**config.mk**
```make
export PLATFORM = sky130hd
export DESIGN_NAME = cmpf_unit
export DESIGN_NICKNAME = d
export VERILOG_FILES = /design/src/rtl/cmpf_pkg.sv /design/src/rtl/cmpf_sub.sv /design/src/rtl/cmpf_lane.sv /design/src/rtl/cmpf_unit.sv
export SDC_FILE = /design/constraint.sdc
export NUM_CORES = 1
export LEC_CHECK = 0
export BUFFER_PORTS_ARGS = -buffer_cell sky130_fd_sc_hd__buf_4
export CORE_ASPECT_RATIO = 0.7
export CORE_MARGIN = 10
export CORE_UTILIZATION = 57
export DETAILED_ROUTE_END_ITERATION = 8
export PLACE_DENSITY_LB_ADDON = 0.12
export SYNTH_ARGS = -nofsm -noshare
export SYNTH_HDL_FRONTEND = slang
export SYNTH_HIERARCHICAL = 1
export SYNTH_SLANG_ARGS = --single-unit
export TNS_END_PERCENT = 1
```
**constraint.sdc**
```tcl
create_clock -name clk -period 0.8 [get_ports clk]
set_input_delay 0.08 -clock clk [delete_from_list [all_inputs] [get_ports clk]]
set_output_delay 0.08 -clock clk [all_outputs]
set_load 0.03 [all_outputs]
```
**src/rtl/cmpf_pkg.sv**
```systemverilog
package cmpf_pkg;

   typedef struct packed {
      logic n;
      logic z;
      logic c;
      logic v;
   } cmpf_flags_t;

   localparam int unsigned FLAG_CNT = 4;

endpackage

```
**src/rtl/cmpf_sub.sv**
```systemverilog
module cmpf_sub #(
   parameter int unsigned W = 32
) (
   input  logic [W-1:0] a,
   input  logic [W-1:0] b,
   output logic [W-1:0] diff
);
   // Two's complement difference, carry-out deliberately discarded
   assign diff = a - b;
endmodule

```
**src/rtl/cmpf_lane.sv**
```systemverilog
module cmpf_lane
   import cmpf_pkg::*;
#(
   parameter int unsigned W = 32
) (
   input  logic [W-1:0]  a,
   input  logic [W-1:0]  b,
   output cmpf_flags_t   flags
);
   localparam int unsigned MSB = W - 1;

   logic [W-1:0] diff;
   logic         a_neg;
   logic         b_neg;
   logic         d_neg;

   cmpf_sub #(.W(W)) u_sub (
      .a    (a),
      .b    (b),
      .diff (diff)
   );

   assign a_neg = a[MSB];
   assign b_neg = b[MSB];
   assign d_neg = diff[MSB];

   always_comb begin
      flags.n = d_neg;
      flags.z = (diff == '0);
      // carry derived from operand and result signs only
      flags.c = (a_neg & ~b_neg) | (a_neg & ~d_neg) | (~b_neg & ~d_neg);
      flags.v = (a_neg & ~b_neg & ~d_neg) | (~a_neg & b_neg & d_neg);
   end
endmodule

```
**src/rtl/cmpf_unit.sv**
```systemverilog
module cmpf_unit
   import cmpf_pkg::*;
#(
   parameter int unsigned DATA_W   = 64,
   parameter int unsigned NARROW_W = 32,
   parameter int unsigned STAT_W   = 32
) (
   input  logic              clk,
   input  logic              rst_n,
   input  logic              start,
   input  logic              wide,
   input  logic [DATA_W-1:0] opa,
   input  logic [DATA_W-1:0] opb,
   output logic [STAT_W-1:0] status,
   output logic              status_vld
);
   localparam int unsigned FLAG_LSB = STAT_W - FLAG_CNT;

   initial begin
      assert (NARROW_W > 0 && NARROW_W <= DATA_W)
         else $error("cmpf_unit: NARROW_W must lie in 1..DATA_W");
      assert (STAT_W >= FLAG_CNT)
         else $error("cmpf_unit: STAT_W too small for the flag nibble");
   end

   cmpf_flags_t fl_narrow;
   cmpf_flags_t fl_wide;
   cmpf_flags_t fl_sel;
   logic [STAT_W-1:0] word_next;

   cmpf_lane #(.W(NARROW_W)) u_lane_narrow (
      .a     (opa[NARROW_W-1:0]),
      .b     (opb[NARROW_W-1:0]),
      .flags (fl_narrow)
   );

   generate
      if (DATA_W == NARROW_W) begin : g_same_width
         assign fl_wide = fl_narrow;
      end else begin : g_wide_lane
         cmpf_lane #(.W(DATA_W)) u_lane_wide (
            .a     (opa),
            .b     (opb),
            .flags (fl_wide)
         );
      end
   endgenerate

   assign fl_sel = wide ? fl_wide : fl_narrow;

   generate
      if (FLAG_LSB > 0) begin : g_pad
         assign word_next = {fl_sel, {FLAG_LSB{1'b0}}};
      end else begin : g_nopad
         assign word_next = fl_sel;
      end
   endgenerate

   always_ff @(posedge clk or negedge rst_n) begin
      if (!rst_n) begin
         status     <= '0;
         status_vld <= 1'b0;
      end else begin
         status_vld <= start;
         if (start) begin
            status <= word_next;
         end
      end
   end
endmodule

```
==> results_dict.tcl, run 1 <==
set metrics [dict create \
    path_cells "buf_4, ha_1, a21oi_1, o21ai_1, buf_4, o31ai_4, a211oi_2, a2111oi_4, a21oi_2, a211oi_2, xnor2_1, nor4_1, nand4_1, nor4_2, mux2i_1, a21oi_1" \
    p_per_area_nw_per_um2 1026 \
    cp.required_ns 0.95 \
    max_freq_mhz 288.7 \
    rr_worst_depth 2 \
    layout-drive-gt1-share_pct 37.30 \
    coreArea_um2 11090 \
    num_vias 10060 \
    synth-seq-cells 5 \
    synth_top_cell_by_area "ha_1" \
    antenna_found_initial 0 \
    synthFlopType "dfrtp_1" \
    synth_edf_count 0 \
    report.final.slew_viol_count 0 \
    skew_ns 0 \
    num_io_pins 165 \
    grt_pass1_vias 9975 \
    min_period_over_period_pct 433.0 \
    failed_checks "DRC, setup timing" \
    setup_ws_ns -2.664 \
    hold_ws_ns 0.06218 \
    ys_types 81 \
    synthTopCellsByArea "ha_1 (18%), a21oi_1 (9.3%), xnor2_1 (7.1%), inv_1 (6.8%), nand2_1 (5.0%)" \
    period_minus_slack_ns 3.464 \
    rsz0062_at_grt "true" \
    final.setup.tns_ns -9.412 \
    clkSinkCount 5 \
    slowest_delay_ns 0.40 \
    drc 1 \
    path_buf_inv 2 \
    holdPathStages 1 \
    fin_util_pct 91.87 \
    initial_core_util_pct 58.94 \
    cpMaxStageDelayCell "nor4_1" \
    tritoncts "built" \
    antenna_left 0 \
    via_per_inst 6.436 \
    avgSynthCellArea_um2 6.697 \
    clock_latency_ns 0.23 \
    ys_warn_count 6 \
    root_buffer "clkbuf_16" \
    synth_top_cell_area_share_pct 17.99 \
    crit_path_end_kind "flip-flop" \
    grt_first_pass_wirelength_um 51030 \
    finalSetupViolCount 9 \
    netlist_instances 976 \
    outcome "complete, but fails checks" \
    hold_violations 0 \
    area_delta_synth_final_pct 55.88 \
    path_class "primary input to flip-flop" \
    dr.pass1.iters 9 \
    place_ws_ns -2.936 \
    hold_class "primary input to flip-flop" \
    grt-ovfl-total 0 \
    numPortBuffers 136 \
    seq_area_frac_synth_pct 1.914 \
    nNetsFinal 1639 \
    grt_max_degree 10 \
    clk_pin_slew_ns 0.04 \
    path_depth 16 \
    crit_family "compound AO/OA/AOI/OAI gates" \
    slew_headroom_pct 65.34 \
    critPathLaunchType "primary input" \
    netlist_top_cells_count "a21oi_1 (122), inv_1 (119), ha_1 (94)" \
    ys_async_sr_fraction_pct 100.0 \
    post-cts-setup-buffers 0 \
    path_max_fanout 3 \
    vdd_drop_max_v 0.001468 \
    tightest_slew_ns 0.5145 \
    p_leak_uw 0.005429 \
    wl_um 33040 \
    arrival_ns 3.62 \
    fp-row-count 32 \
    finalWeightedCongestion 1.059 \
    die_area_um2 16220 \
    grt.total_usage_pct 37.93 \
    cts_buffer_depth 2 \
    wl_per_cell_um 21.14 \
    cts_buffers 3 \
    detail_route.iter0.violations 1475 \
    die_y_um 109.6 \
    synth.cell_area_um2 6536 \
    synth.most_common_cell "a21oi_1" \
    antenna_cells 0 \
    htreeDepth 1 \
    dpl.hpwl_um 24390 \
    die_width_um 148.0 \
    cap_violations 0 \
]
## cell usage in the layout (no fill, tap or decap), types with 14 or more instances in the layout
| cell | Yosys | routed |
|---|---|---|
| a21o_1 | 37 | 37 |
| a21oi_1 | 122 | 115 |
| buf_4 | 29 | 449 |
| conb_1 | 1 | 28 |
| ha_1 | 94 | 91 |
| inv_1 | 119 | 119 |
| nand2_1 | 87 | 87 |
| nand3_1 | 16 | 15 |
| nand4_1 | 24 | 24 |
| nor2_1 | 71 | 70 |
| nor3_1 | 16 | 15 |
| nor4_1 | 20 | 17 |
| o21a_1 | 14 | 14 |
| o21ai_0 | 48 | 40 |
| o21bai_1 | 15 | 15 |
| xnor2_1 | 53 | 53 |
| xor2_1 | 33 | 33 |
## through the flow
step / cells / instance area (um2) / total power [uW]
2_1_floorplan: 1003 / 6690 / 4937
3_3_place_gp: 1558 / 9975 / 8358
3_5_place_dp: 1558 / 9975 / 8681
4_1_cts: 1563 / 10160 / 9753
5_1_grt: 1563 / 10190 / 10860
6_report: 1563 / 10190 / 10450
## layout make-up
class / instances / area [um2]
multi-input combinational: 827 / 5909
timing repair buffer: 455 / 3437
fill: 440 / 902.1
inverter: 119 / 446.7
tap: 153 / 191.4
sequential: 5 / 125.1
clock buffer: 4 / 78.83
## state kept, by name, summed over array words and instances (netlist names)
register    flops
status          4
status_vld      1
## path summary, 6_finish.rpt
path | startpoint | end | slack [ns]
setup / recovery | opa[9] | status[30] | -2.66
hold / removal | start | status_vld | 0.06
setup reg to reg | status[29] | status[29] | -0.01
hold reg to reg | status[28] | status[28] | 0.59
max in group asynchronous | rst_n | status[29] | 0.49
min in group asynchronous | rst_n | status[31] | 0.19
## kinds of logic after synthesis
logic type | share of synthesized area [%]
compound gates | 32.27
simple gates | 23.20
buf+inv | 11.66
fa+ha+maj | 18.61
xor+xnor | 11.52
mux | 0.7657
flops | 1.914
other cells | 0.05737
## repair_timing
action                                  4_1_cts  5_1_grt
hold buffers                                  1        0
gates resized for setup                      21       11
pin swaps                                     4        1
endpoints found under the setup margin        9        9
endpoints found under the hold margin         5        0
## worst reg2reg max path: stages, from the launching register on
cell	delay, ns
dfrtp_1	0.42
nor2_1	0.19
a21oi_1	0.08
## report_power, final
group | leakage [uW] | internal (uW) | switching [uW]
Combinational | 0.00533 | 4310 | 4960
Sequential | 0.0000585 | 287 | 31.4
Clock | 0.0000382 | 664 | 201
Total | 0.00543 | 5260 | 5190
## layer usage
layer / global-route usage [%] / wire [um] / share of wire [%]
met3: 10.10 / 5037 / 15
met4: 17.07 / 1977 / 6.0
met1: 46.35 / 12340 / 37
met2: 61.88 / 13680 / 41
met5: 0 / 0 / 0
Note: power is estimated with default switching activity, not from simulation.
==> run 2: changes to the inputs <==
GPL_TIMING_DRIVEN = 0   (was not set)
==> run 2 against run 1 <==
Design area is 18% lower. Routed wire length is 37% lower. The run ends with setup timing left. Clock skew stayed put. Setup slack better by 0.094 ns. First-iteration DRC count is 50% lower. Via count is 24% lower. Clock power is 5.1% lower. Combinational power is 26% lower. Highest routed layer unchanged. Total power is 24% lower.
==> results_dict.tcl, run 2 (synthesis gave the netlist of run 1 again) <==
set metrics [dict create \
    r2r-end "status[29]" \
    path_max_fanout 4 \
    coreArea_um2 11090 \
    hold_class "primary input to async pin" \
    largest_reg_flops 4 \
    path_class "primary input to flip-flop" \
    slew_headroom_pct 62.90 \
    numPortBuffers 135 \
    critPathLaunchType "primary input" \
    fin_util_pct 75.28 \
    skew_ns 0 \
    r2r_start "status[29]" \
    cpMaxStageDelayCell "fa_2" \
    clk_pin_slew_ns 0.03 \
    max_freq_mhz 296.7 \
    setup_ws_ns -2.571 \
    rsz0062_at_grt "true" \
    globalRouteMet2Util_pct 31.41 \
    die_area_um2 16220 \
    antenna_cells 0 \
    critPathMostFrequentCell "o21ai_2" \
    cp.required_ns 0.95 \
    min_period_over_period_pct 421.3 \
    clock_latency_ns 0.23 \
    gr-usage-met1_pct 37.09 \
    placed_area_um2 7895 \
    vdd_drop_max_v 0.0008315 \
    regToRegSetupSlack_ns 0.12 \
    hold_violations 0 \
    drc 0 \
    area_delta_synth_final_pct 27.74 \
    crit_path_end_kind "flip-flop" \
    antenna_found_initial 0 \
    fp-row-count 32 \
    grt_first_pass_wirelength_um 32720 \
    final_cell_mix "buf_4 (173), inv_1 (118), a21oi_1 (108)" \
    final.setup.tns_ns -8.564 \
    startpoint "opb[0]" \
    report.final.slew_viol_count 0 \
    p_leak_uw 0.004207 \
    clkSinkCount 5 \
    layout-drive-gt1-share_pct 24.09 \
    crit_end "status[30]" \
    final_cell_area_um2 8349 \
    grt_use_met3_pct 5.049 \
    initial_core_util_pct 58.94 \
    root_buffer "clkbuf_16" \
    top_register "status" \
    grt_max_degree 11 \
    top_regs "status x4, status_vld x1" \
    rr_worst_depth 2 \
    arrival_ns 3.52 \
    grt_pass1_vias 6760 \
    die_width_um 148.0 \
    nNetsFinal 1383 \
    grt.total_usage_pct 23.49 \
    dpl.hpwl_um 17700 \
    total_power_uw 7963 \
    cts_buffer_depth 2 \
    slowest_delay_ns 0.38 \
    htreeDepth 1 \
    antenna_left 0 \
    cap_violations 0 \
    grt-ovfl-total 0 \
    num_vias 7601 \
    path_cells "buf_6, ha_4, fa_2, nor2b_4, o2111ai_4, a211oi_2, nand3b_1, o21ai_2, a21o_1, a2111oi_4, buf_4, o21ai_2, xnor2_1, nor4_2, nand4_1, nor4_4, mux2i_1, a21oi_1" \
    period_minus_slack_ns 3.371 \
    wl_um 20940 \
    tightest_slew_ns 0.5515 \
    num_io_pins 165 \
    place_ws_ns -3.034 \
    grt_busiest_layer "met1" \
    finalSetupViolCount 9 \
    via_per_inst 5.816 \
    tritoncts "built" \
    outcome "complete, but fails checks" \
    dr.pass1.iters 6 \
    die_y_um 109.6 \
    p_per_area_nw_per_um2 953.7 \
    cts_buffers 3 \
    nFillCells 909 \
    wl_per_cell_um 16.02 \
    finalWeightedCongestion 0.9525 \
    multiInputGateArea_um2 6030 \
    failed_checks "setup timing" \
    detail_route.iter0.violations 744 \
    register_area_um2 125.1 \
    final_common_cell "buf_4" \
]
==> run 2: changes by cell type in the layout (fill, tap and decap cells not counted), sizes merged <==
cell,before,now
buf,454,183
clkbuf,4,18
dlygate4sd3,1,2
==> run 2: what timing repair did <==
item | in CTS | in global routing
pin swaps | 1 | 29
hold buffers | 2 | 0
buffers inserted | 2 | 12
endpoints found under the setup margin | 9 | 9
hold endpoints to repair | 6 | 0
resized for setup | 14 | 51
==> run 2: metal layers <==
metal,part of all wire (%),vias up,routed length [um]
met3,13,25,2632
met2,38,415,7909
li1,-,3795,-
met4,0.89,0,187
met1,49,3366,10210
met5,0,-,0
==> run 2: how the worst min path moves through the flow <==
| stage | start | to | slack (ns) |
|---|---|---|---|
| floorplan | rst_n | status[28] | -0.22 |
| detailed placement | rst_n | status[28] | -0.12 |
| global placement | rst_n | status[28] | -0.12 |
| finish | rst_n | status_vld | 0.19 |
| CTS | rst_n | status[28] | 0.20 |
| global route | rst_n | status[28] | 0.21 |
==> run 2: through the flow <==
| step | hold slack [ns] | cells |
|---|---|---|
| after global routing | 0.2092 | 1307 |
| after global placement | -0.1165 | 1291 |
| after detailed placement | -0.1168 | 1291 |
| after CTS | 0.2000 | 1299 |
| final | 0.1948 | 1307 |
| after floorplan | -0.2156 | 1003 |
==> run 2: layout make-up <==
class,count,share of cell area (%)
clock buffers,4,0.9441
repair buffers,151,14.00
inverters,119,5.380
plain buffers,48,3.672
flip-flops and latches,5,1.499
well taps,153,2.293
multi-input cells,827,72.22
==> run 2: worst max-delay path: cells and delay by family <==
family,cells,cell delay (ns)
AO/OA/AOI/OAI,7,1.26
XOR/XNOR,1,0.14
adder cells (fa/ha/maj),2,0.54
buffers and inverters,2,0.29
multiplexers,1,0.12
AND/OR/NAND/NOR,5,1.09
==> run 2: where the power goes <==
group | leakage [uW] | internal (uW) | total, uW | switching [uW]
Clock | 0.0000382 | 660 | 822 | 162
Combinational | 0.00411 | 2940 | 6830 | 3890
Sequential | 0.0000585 | 287 | 312 | 24.8
